===== src/rtl/prMatchPkg.sv =====
package prMatchPkg;

  typedef enum logic [1:0] {
    MODE_OFF   = 2'd0,
    MODE_RANGE = 2'd1,
    MODE_WORD  = 2'd2,
    MODE_POW2  = 2'd3
  } regionMode_e;

  typedef enum logic [1:0] {
    ACC_READ  = 2'd0,
    ACC_WRITE = 2'd1,
    ACC_EXEC  = 2'd2,
    ACC_RSVD  = 2'd3
  } accessKind_e;

  localparam int PERM_READ_BIT  = 0;
  localparam int PERM_WRITE_BIT = 1;
  localparam int PERM_EXEC_BIT  = 2;
  localparam int PERM_W         = 3;

  // Strobes from control to datapath.
  typedef struct packed {
    logic capture;  // load fresh results
    logic flush;    // load zeros
  } pipeStrobe_t;

endpackage


===== src/rtl/prRegionDecode.sv =====
module prRegionDecode
  import prMatchPkg::*;
#(
  parameter int WORD_W   = 30,
  parameter bit IS_FIRST = 1'b0
) (
  input  logic [WORD_W-1:0] addrWord,
  input  logic [WORD_W-1:0] selfWord,
  input  logic [WORD_W-1:0] prevWord,
  input  logic [1:0]        mode,
  output logic              hit
);

  localparam logic [WORD_W-1:0] WORD_ONE = WORD_W'(1);

  logic [WORD_W-1:0] lowerWord;
  logic [WORD_W-1:0] pow2Care;
  logic              rangeHit;
  logic              wordHit;
  logic              pow2Hit;

  // The first entry's range starts at zero; later entries borrow the neighbour's word.
  generate
    if (IS_FIRST) begin : gFirstLower
      logic unusedPrev;
      assign unusedPrev = ^prevWord;
      assign lowerWord  = '0;
    end else begin : gLaterLower
      assign lowerWord = prevWord;
    end
  endgenerate

  // selfWord ^ (selfWord+1) sets the trailing ones plus the next bit: the don't-care span.
  assign pow2Care = ~(selfWord ^ (selfWord + WORD_ONE));
  assign pow2Hit  = ((addrWord ^ selfWord) & pow2Care) == '0;
  assign wordHit  = (addrWord == selfWord);
  assign rangeHit = (addrWord >= lowerWord) && (addrWord < selfWord);

  always_comb begin
    case (regionMode_e'(mode))
      MODE_RANGE: hit = rangeHit;
      MODE_WORD:  hit = wordHit;
      MODE_POW2:  hit = pow2Hit;
      default:    hit = 1'b0;
    endcase
  end

endmodule


===== src/rtl/prMatchCtrl.sv =====
module prMatchCtrl
  import prMatchPkg::*;
(
  input  logic        clk,
  input  logic        rstN,
  input  logic        reqValid,
  output pipeStrobe_t strobe,
  output logic        respValid
);

  always_comb begin
    strobe.capture = reqValid;
    strobe.flush   = ~reqValid;
  end

  always_ff @(posedge clk or negedge rstN) begin
    if (!rstN) respValid <= 1'b0;
    else       respValid <= reqValid;
  end

  // response valid tracks the request one edge later.
  assert_resp_follows_R1: assert property (@(posedge clk) disable iff (!rstN)
    reqValid |=> respValid);
  assert_resp_idle_R1: assert property (@(posedge clk) disable iff (!rstN)
    !reqValid |=> !respValid);

endmodule


===== src/rtl/prMatchDatapath.sv =====
module prMatchDatapath
  import prMatchPkg::*;
#(
  parameter int NUM_ENTRIES = 8,
  parameter int ADDR_W      = 32
) (
  input  logic                                  clk,
  input  logic                                  rstN,
  input  pipeStrobe_t                           strobe,
  input  logic [ADDR_W-3:0]                     addrWord,
  input  logic [1:0]                            reqAccess,
  input  logic [NUM_ENTRIES-1:0][ADDR_W-3:0]    entryAddr,
  input  logic [NUM_ENTRIES-1:0][1:0]           entryMode,
  input  logic [NUM_ENTRIES-1:0][PERM_W-1:0]    entryPerm,
  output logic [NUM_ENTRIES-1:0]                matchVec,
  output logic [NUM_ENTRIES-1:0]                permitVec
);

  localparam int WORD_W = ADDR_W - 2;

  logic [NUM_ENTRIES-1:0] hitNow;
  logic [NUM_ENTRIES-1:0] permitNow;

  for (genvar i = 0; i < NUM_ENTRIES; i++) begin : gEntry
    logic [WORD_W-1:0] prevWord;
    logic              permBit;

    if (i == 0) begin : gPrevZero
      assign prevWord = '0;
    end else begin : gPrevLower
      assign prevWord = entryAddr[i-1];
    end

    prRegionDecode #(
      .WORD_W  (WORD_W),
      .IS_FIRST(i == 0)
    ) uDecode (
      .addrWord(addrWord),
      .selfWord(entryAddr[i]),
      .prevWord(prevWord),
      .mode    (entryMode[i]),
      .hit     (hitNow[i])
    );

    always_comb begin
      case (accessKind_e'(reqAccess))
        ACC_READ:  permBit = entryPerm[i][PERM_READ_BIT];
        ACC_WRITE: permBit = entryPerm[i][PERM_WRITE_BIT];
        ACC_EXEC:  permBit = entryPerm[i][PERM_EXEC_BIT];
        default:   permBit = 1'b0;
      endcase
    end

    assign permitNow[i] = hitNow[i] & permBit;

    // an off entry stays silent.
    assert_off_silent_R2: assert property (@(posedge clk) disable iff (!rstN)
      (strobe.capture && entryMode[i] == 2'd0) |=> !matchVec[i]);
    // exact word hit in word mode.
    assert_word_hit_R3: assert property (@(posedge clk) disable iff (!rstN)
      (strobe.capture && entryMode[i] == 2'd2 && addrWord == entryAddr[i]) |=> matchVec[i]);
    // empty range never hits.
    assert_empty_range_R6: assert property (@(posedge clk) disable iff (!rstN)
      (strobe.capture && entryMode[i] == 2'd1 && prevWord >= entryAddr[i]) |=> !matchVec[i]);
  end

  always_ff @(posedge clk or negedge rstN) begin
    if (!rstN) begin
      matchVec  <= '0;
      permitVec <= '0;
    end else if (strobe.flush) begin
      matchVec  <= '0;
      permitVec <= '0;
    end else if (strobe.capture) begin
      matchVec  <= hitNow;
      permitVec <= permitNow;
    end
  end

  // a grant never appears without a hit.
  assert_permit_needs_hit_R7: assert property (@(posedge clk) disable iff (!rstN)
    (permitVec & ~matchVec) == '0);
  // the reserved access code grants nothing.
  assert_rsvd_denied_R8: assert property (@(posedge clk) disable iff (!rstN)
    (strobe.capture && reqAccess == 2'd3) |=> permitVec == '0);
  // an idle edge clears both vectors.
  assert_idle_clear_R9: assert property (@(posedge clk) disable iff (!rstN)
    strobe.flush |=> (matchVec == '0 && permitVec == '0));

endmodule


===== src/rtl/protRegionMatcher.sv =====
module protRegionMatcher
  import prMatchPkg::*;
#(
  parameter int NUM_ENTRIES = 8,
  parameter int ADDR_W      = 32
) (
  input  logic                                clk,
  input  logic                                rstN,
  input  logic                                reqValid,
  input  logic [ADDR_W-1:0]                   reqAddr,
  input  logic [1:0]                          reqAccess,
  input  logic [NUM_ENTRIES-1:0][ADDR_W-3:0]  entryAddr,
  input  logic [NUM_ENTRIES-1:0][1:0]         entryMode,
  input  logic [NUM_ENTRIES-1:0][2:0]         entryPerm,
  output logic                                respValid,
  output logic [NUM_ENTRIES-1:0]              matchVec,
  output logic [NUM_ENTRIES-1:0]              permitVec
);

  localparam int WORD_W = ADDR_W - 2;

  pipeStrobe_t       strobe;
  logic [WORD_W-1:0] addrWord;
  logic              unusedByteOffset;

  assign addrWord         = reqAddr[ADDR_W-1:2];
  assign unusedByteOffset = ^reqAddr[1:0];

  prMatchCtrl uCtrl (
    .clk      (clk),
    .rstN     (rstN),
    .reqValid (reqValid),
    .strobe   (strobe),
    .respValid(respValid)
  );

  prMatchDatapath #(
    .NUM_ENTRIES(NUM_ENTRIES),
    .ADDR_W     (ADDR_W)
  ) uDatapath (
    .clk      (clk),
    .rstN     (rstN),
    .strobe   (strobe),
    .addrWord (addrWord),
    .reqAccess(reqAccess),
    .entryAddr(entryAddr),
    .entryMode(entryMode),
    .entryPerm(entryPerm),
    .matchVec (matchVec),
    .permitVec(permitVec)
  );

endmodule


===== config.mk =====
export PLATFORM = sky130hd
export DESIGN_NAME = protRegionMatcher
export DESIGN_NICKNAME = d
export VERILOG_FILES = /design/src/rtl/prMatchPkg.sv /design/src/rtl/prRegionDecode.sv /design/src/rtl/prMatchCtrl.sv /design/src/rtl/prMatchDatapath.sv /design/src/rtl/protRegionMatcher.sv
export SDC_FILE = /design/constraint.sdc
export NUM_CORES = 1
export LEC_CHECK = 0
export ABC_AREA = 1
export BUFFER_PORTS_ARGS = -buffer_cell sky130_fd_sc_hd__buf_2
export CAP_MARGIN = 20
export CORE_ASPECT_RATIO = 1.4
export CORE_MARGIN = 2
export CORE_UTILIZATION = 54
export CTS_CLUSTER_DIAMETER = 100
export DETAILED_ROUTE_END_ITERATION = 7
export GPL_TIMING_DRIVEN = 0
export PLACE_DENSITY_LB_ADDON = 0.12
export SLEW_MARGIN = 10
export SYNTH_ARGS = -nofsm -noshare
export SYNTH_HDL_FRONTEND = slang
export SYNTH_HIERARCHICAL = 1
export SYNTH_SLANG_ARGS = --single-unit

===== constraint.sdc =====
create_clock -name clk -period 0.8 [get_ports clk]
set_input_delay 0.12 -clock clk [delete_from_list [all_inputs] [get_ports clk]]
set_output_delay 0.12 -clock clk [all_outputs]
set_load 0.03 [all_outputs]

# [After elaboration in Yosys (flattened, before gate mapping)]
# Cells that the tools add are included.
[word_totals] regBits=17 latch_bits=0 ramBits=0 mem_bits_ro=0 in_bits=317 out_inout_bits=17 wordCells=136 memories=0
[classes] addsub=8 multipliers=0 div_mod_pow=0 n_lt_le_gt_ge=16 n_eq_ne=34 shifts=0 n_mux=18 bitwise_logic=40 reduce_logical=17
[op_table] operator="XOR 30 bit" n=16
[op_table] operator="adder 30 x 1 -> 30 bit (second input constant)" n=8
[op_table] operator="AND 30 bit" n=8
[op_table] operator="equality test 30 bit" n=8
[op_table] operator="zero test 30 bit" n=8
[op_table] operator="less-than comparator 30 bit" n=8
[op_table] operator="NOT 30 bit" n=8
[op_table] operator=">= comparator 30 bit" n=7
[op_table] operator="one-hot mux 1 bit (3 select lines)" n=16
[op_table] operator="equality test 2 bit (second input constant)" n=17
[op_table] operator=">= comparator 30 x 1 -> 1 bit (second input constant)" n=1
[op_table] operator="equality test 2 x 1 -> 1 bit (second input constant)" n=9
[op_table] operator="two-way mux 8 bit" n=2
[op_table] operator="AND 1 bit" n=8
[op_table] operator="logical AND 1 bit" n=8
[op_table] operator="zero test 2 bit" n=1

# [Longest topological paths before layout]
[depth] word_depth=8 ltp_mapped=17 ltp_nobuf=17

# [By module]
# Netlist, hierarchy kept.
[modules_own_cells] mod="prRegionDecode at uDatapath.gEntry[1].uDecode ..." instances=7 cells_each=420 area_per_inst_um2=2332.2 seq_area_each_um2=0.0
[modules_own_cells] mod="prRegionDecode at uDatapath.gEntry[0].uDecode" instances=1 cells_each=305 area_per_inst_um2=1575.3 seq_area_each_um2=0.0
[modules_own_cells] mod="prMatchDatapath" instances=1 cells_each=116 area_per_inst_um2=874.6 seq_area_each_um2=400.4
[modules_own_cells] mod="prMatchCtrl" instances=1 cells_each=3 area_per_inst_um2=36.3 seq_area_each_um2=25.0

# [Worst setup path before layout]
# OpenSTA, ideal clock, no wires.
[synth_timing] path_type="in2reg" startpoint="in entryAddr[7] (netlist name)" endpoint="reg uDatapath.permitVec[0]" setup_time_ps=65 arrival_time_ps=1405 required_ps=735 setup_slack_ps=-670 path_stages=15 n_path_buf=0 path_cell_list="inv_1 ha_1 nand2_1 inv_1 o21ai_0 nand2_1 nand2_1 o211ai_1 o21ai_0 nand3_1 nand3_1 nand3_1 nor2_1 nand2_1 nand2_1"
[synth_between] elab_chain_len=8 elab_cells_between_ends=12 classes_between="add/sub: 1; order compare: 1; eq/ne: 1; mux: 2; bitwise: 5; reduce/logical: 2"
[synth_lines] item="from (decl)" line="protRegionMatcher.sv:12" source="input logic [NUM_ENTRIES-1:0][ADDR_W-3:0] entryAddr,"
[synth_lines] item="adder 30 x 1 -> 30 bit" line="prRegionDecode.sv:34" source="assign pow2Care = ~(selfWord ^ (selfWord + WORD_ONE));"
[synth_lines] item="XOR 30 bit" line="prRegionDecode.sv:34"
[synth_lines] item="NOT 30 bit" line="prRegionDecode.sv:34"
[synth_lines] item="AND 30 bit" line="prRegionDecode.sv:35" source="assign pow2Hit = ((addrWord ^ selfWord) & pow2Care) == '0;"
[synth_lines] item="zero test 30 bit" line="prRegionDecode.sv:35"
[synth_lines] item="one-hot mux 1 bit (3 select lines) (*)" line="prRegionDecode.sv:40" source="case (regionMode_e'(mode))"
[synth_lines] item="net uDatapath.hitNow[0]" line="prMatchDatapath.sv:21" source="logic [NUM_ENTRIES-1:0] hitNow;"
[synth_lines] item="AND 1 bit (*)" line="prMatchDatapath.sv:54" source="assign permitNow[i] = hitNow[i] & permBit;"
[synth_lines] item="two-way mux 8 bit (*)" line="prMatchDatapath.sv:71" source="end else if (strobe.flush) begin"
[synth_lines] item="to (signal assigned)" line="prMatchDatapath.sv:76" source="permitVec <= permitNow;"
[synth_lines] item="to (decl)" line="prMatchDatapath.sv:16" source="output logic [NUM_ENTRIES-1:0] permitVec"
# Mark *: on every way through the listed nets, which the timed path passes. The rest lies on a longest branch.

# [Worst setup path in the final report]
[layout_timing] startpoint="in reqAddr[30]" endpoint="reg uDatapath.permitVec[7]"
[layout_between] elab_chain_len=6 elab_cells_between_ends=10 classes_between="order compare: 2; eq/ne: 1; mux: 2; bitwise: 3; reduce/logical: 2"
[layout_lines] item="from (decl)" line="protRegionMatcher.sv:10" source="input logic [ADDR_W-1:0] reqAddr,"
[layout_lines] item="branches (longest 3 deep; another with >= comparator 30 bit)"
[layout_lines] item="one-hot mux 1 bit (3 select lines) (*)" line="prRegionDecode.sv:40"
[layout_lines] item="net uDatapath.hitNow[7]" line="prMatchDatapath.sv:21"
[layout_lines] item="AND 1 bit (*)" line="prMatchDatapath.sv:54"
[layout_lines] item="two-way mux 8 bit (*)" line="prMatchDatapath.sv:71"
# Mark *: on every way through the listed nets, which the timed path passes.

==> results.sh <==
export IMPL_drcViolationCount=0
export IMPL_finalInstanceArea_mm2=0.0258
export IMPL_grt_start_max_net_pins=18
export IMPL_cp_end_kind="flop"
export IMPL_violations="setup timing"
export IMPL_layout_common_cells="nand2_1, inv_1, nor2_1"
export IMPL_path_cells="buf_16 -> ha_4 -> nand2_4 -> nor2_4 -> nand4_1 -> a21oi_1 -> nor2_1 -> nand2_2 -> nand3b_1 -> nand3_1 -> nand3_2 -> nor2_2 -> nand2_1 -> nand2_1"
export IMPL_cts_sinks=17
export IMPL_min_period_ns=1.86
export IMPL_port_buffers=331
export IMPL_gp_congestion=1.03
export IMPL_path_clk_slew_ns=0.05
export IMPL_min_period_over_period_pct=232
export IMPL_rsz0062_at_grt="yes"
export IMPL_dieArea_mm2=0.0364
export IMPL_r2r_end="uDatapath/permitVec[7]"
export IMPL_ir_worst_vdd_mv=1.18
export IMPL_antenna_found_initial=14
export IMPL_ios=334
export IMPL_ff2ff_path_depth=4
export IMPL_nFillCells=2849
export IMPL_p_leak_nw=14.0
export IMPL_clk_path_buf_depth=2
export IMPL_clock_latency_ns=0.25
export IMPL_vias=24200
export IMPL_final_common_cell="nand2_1"
export IMPL_postSynthCellCount=3363
export IMPL_grt_pass1_vias=23400
export IMPL_hp_start="reqValid"
export IMPL_fin_cells=4237
export IMPL_fmax_ghz=0.538
export IMPL_drive_gt1_share_pct=26.9
export IMPL_critical_path_class="input pin to flop"
export IMPL_cpMostUsedCell="nand2_1"
export IMPL_r2r_slack_ns=-0.04
export IMPL_timing_rr_start="uDatapath/permitVec[7]"
export IMPL_finalSetupViolCount=33
export IMPL_ys_warn_count=6
export IMPL_setup_ws_ns=-1.06
export IMPL_relSlewSlack_pct=69.4
export IMPL_path_buf_inv=1
export IMPL_grt_usage_pct=40.9
export IMPL_drt_initial_drc_count=1852
export IMPL_die_w_um=162
export IMPL_root_buffer="clkbuf_16"
export IMPL_syn_area_per_cell_um2=5.59
export IMPL_power_density_mw_per_mm2=605
export IMPL_finalWirelength_um=84100
export IMPL_cts_tree="built"
export IMPL_crit_fanout=5
export IMPL_start_kind="input pin"
export IMPL_min_to="uCtrl/respValid"
export IMPL_first_pass_iters=6
export IMPL_outcome="complete, but fails checks"
export IMPL_drtAntennaViolNets=0
export IMPL_fin_skew_ns=0
export IMPL_areaGrowthSynthToFinish_pct=37.4
export IMPL_required_ns=1.00
export IMPL_overflow=0
export IMPL_core_area_mm2=0.0342
export IMPL_hold_violations=0
export IMPL_drv_slew=0
export IMPL_synth_area_mm2=0.0188
export IMPL_layout_nets=4554
export IMPL_hold_class="input pin to flop"
export IMPL_die_h_um=225
export IMPL_place_area_mm2=0.0223
export IMPL_hold_path_cell_count=1
export IMPL_grt_pass1_wl_um=118000
export IMPL_drv_cap=0
export IMPL_initial_utilization_pct=54.9
export IMPL_rows=80
export IMPL_worst_ep_arrival_time_ns=2.05
export IMPL_slowest_stage="nand4_1"
export IMPL_dp_cells=4145
export IMPL_tns_ns=-17.09
export IMPL_hpwl_um=58000
export IMPL_slowest_delay_ns=0.31
export IMPL_syn_num_nets=4138
export IMPL_drt_wirelength_per_cell_um=19.8
export IMPL_worst_pin_slew_ns=0.455
export IMPL_htreeDepth=1
export IMPL_whs_ns=0.0101
export IMPL_cts_buffers=3
export IMPL_via_per_inst=5.72
export IMPL_total_power_mw=15.6
export IMPL_crit_family="simple AND/OR/NAND/NOR gates"
==> registers in the layout, indices dropped and copies added (netlist names) <==
| register | flops |
|---|---|
| uDatapath/matchVec | 8 |
| uDatapath/permitVec | 8 |
| uCtrl/respValid | 1 |
==> per-stage QoR <==
stage / worst slack (ns) / util [%]
floorplan: -0.661 / -
global placement: -2.02 / 65.0
detailed placement: -1.98 / 65.0
CTS: -0.938 / 70.7
global route: -1.12 / 75.5
finish: -1.06 / 75.5
==> worst max-delay path by stage <==
stage / from / endpoint / slack, ns / depth (start not counted)
final: reqAddr[30] / uDatapath/permitVec[7] / -1.06 / 14
after global routing: reqAddr[30] / uDatapath/permitVec[6] / -1.12 / 16
after CTS: reqAddr[15] / uDatapath/permitVec[1] / -0.94 / 15
after detailed placement: reqAddr[27] / uDatapath/permitVec[1] / -1.98 / 16
after global placement: reqAddr[15] / uDatapath/permitVec[1] / -2.02 / 14
after floorplan: entryAddr[0] / uDatapath/permitVec[0] / -0.66 / 17
==> timing repair <==
action | in CTS | in global routing
hold buffers | 1 | 0
cloned | 3 | 8
endpoints found under the setup margin | 33 | 33
buffers inserted | 26 | 42
hold endpoints to repair | 17 | 0
gates resized for setup | 313 | 246
pin swaps | 68 | 138
==> report_power, final <==
group | switching (mW) | internal (mW)
Combinational | 8.11 | 5.60
Clock | 0.353 | 0.679
Sequential | 0.0100 | 0.875
==> layout make-up <==
type | instances | area [um^2] | share of cell area [%]
Antenna cell | 8 | 20.0 | 0.0775
Buffer | 5 | 52.6 | 0.203
Sequential cell | 17 | 425 | 1.65
Inverter | 723 | 2810 | 10.9
Multi-Input combinational cell | 2618 | 18600 | 71.8
Tap cell | 451 | 564 | 2.18
Clock buffer | 4 | 78.8 | 0.305
Timing Repair Buffer | 411 | 3330 | 12.9
==> routing by layer <==
layer  share of wire (%)  GRT usage (%)  wire, um  vias to the layer above
met4                  10           31.4      8690                       10
met1                  35           42.9     29600                    11000
li1                    -              -         -                    11600
met2                  46           72.4     38600                     1274
met5               0.080              0        67                        -
met3                 8.5           7.38      7120                      457
Power figures use the tool's default switching activity.
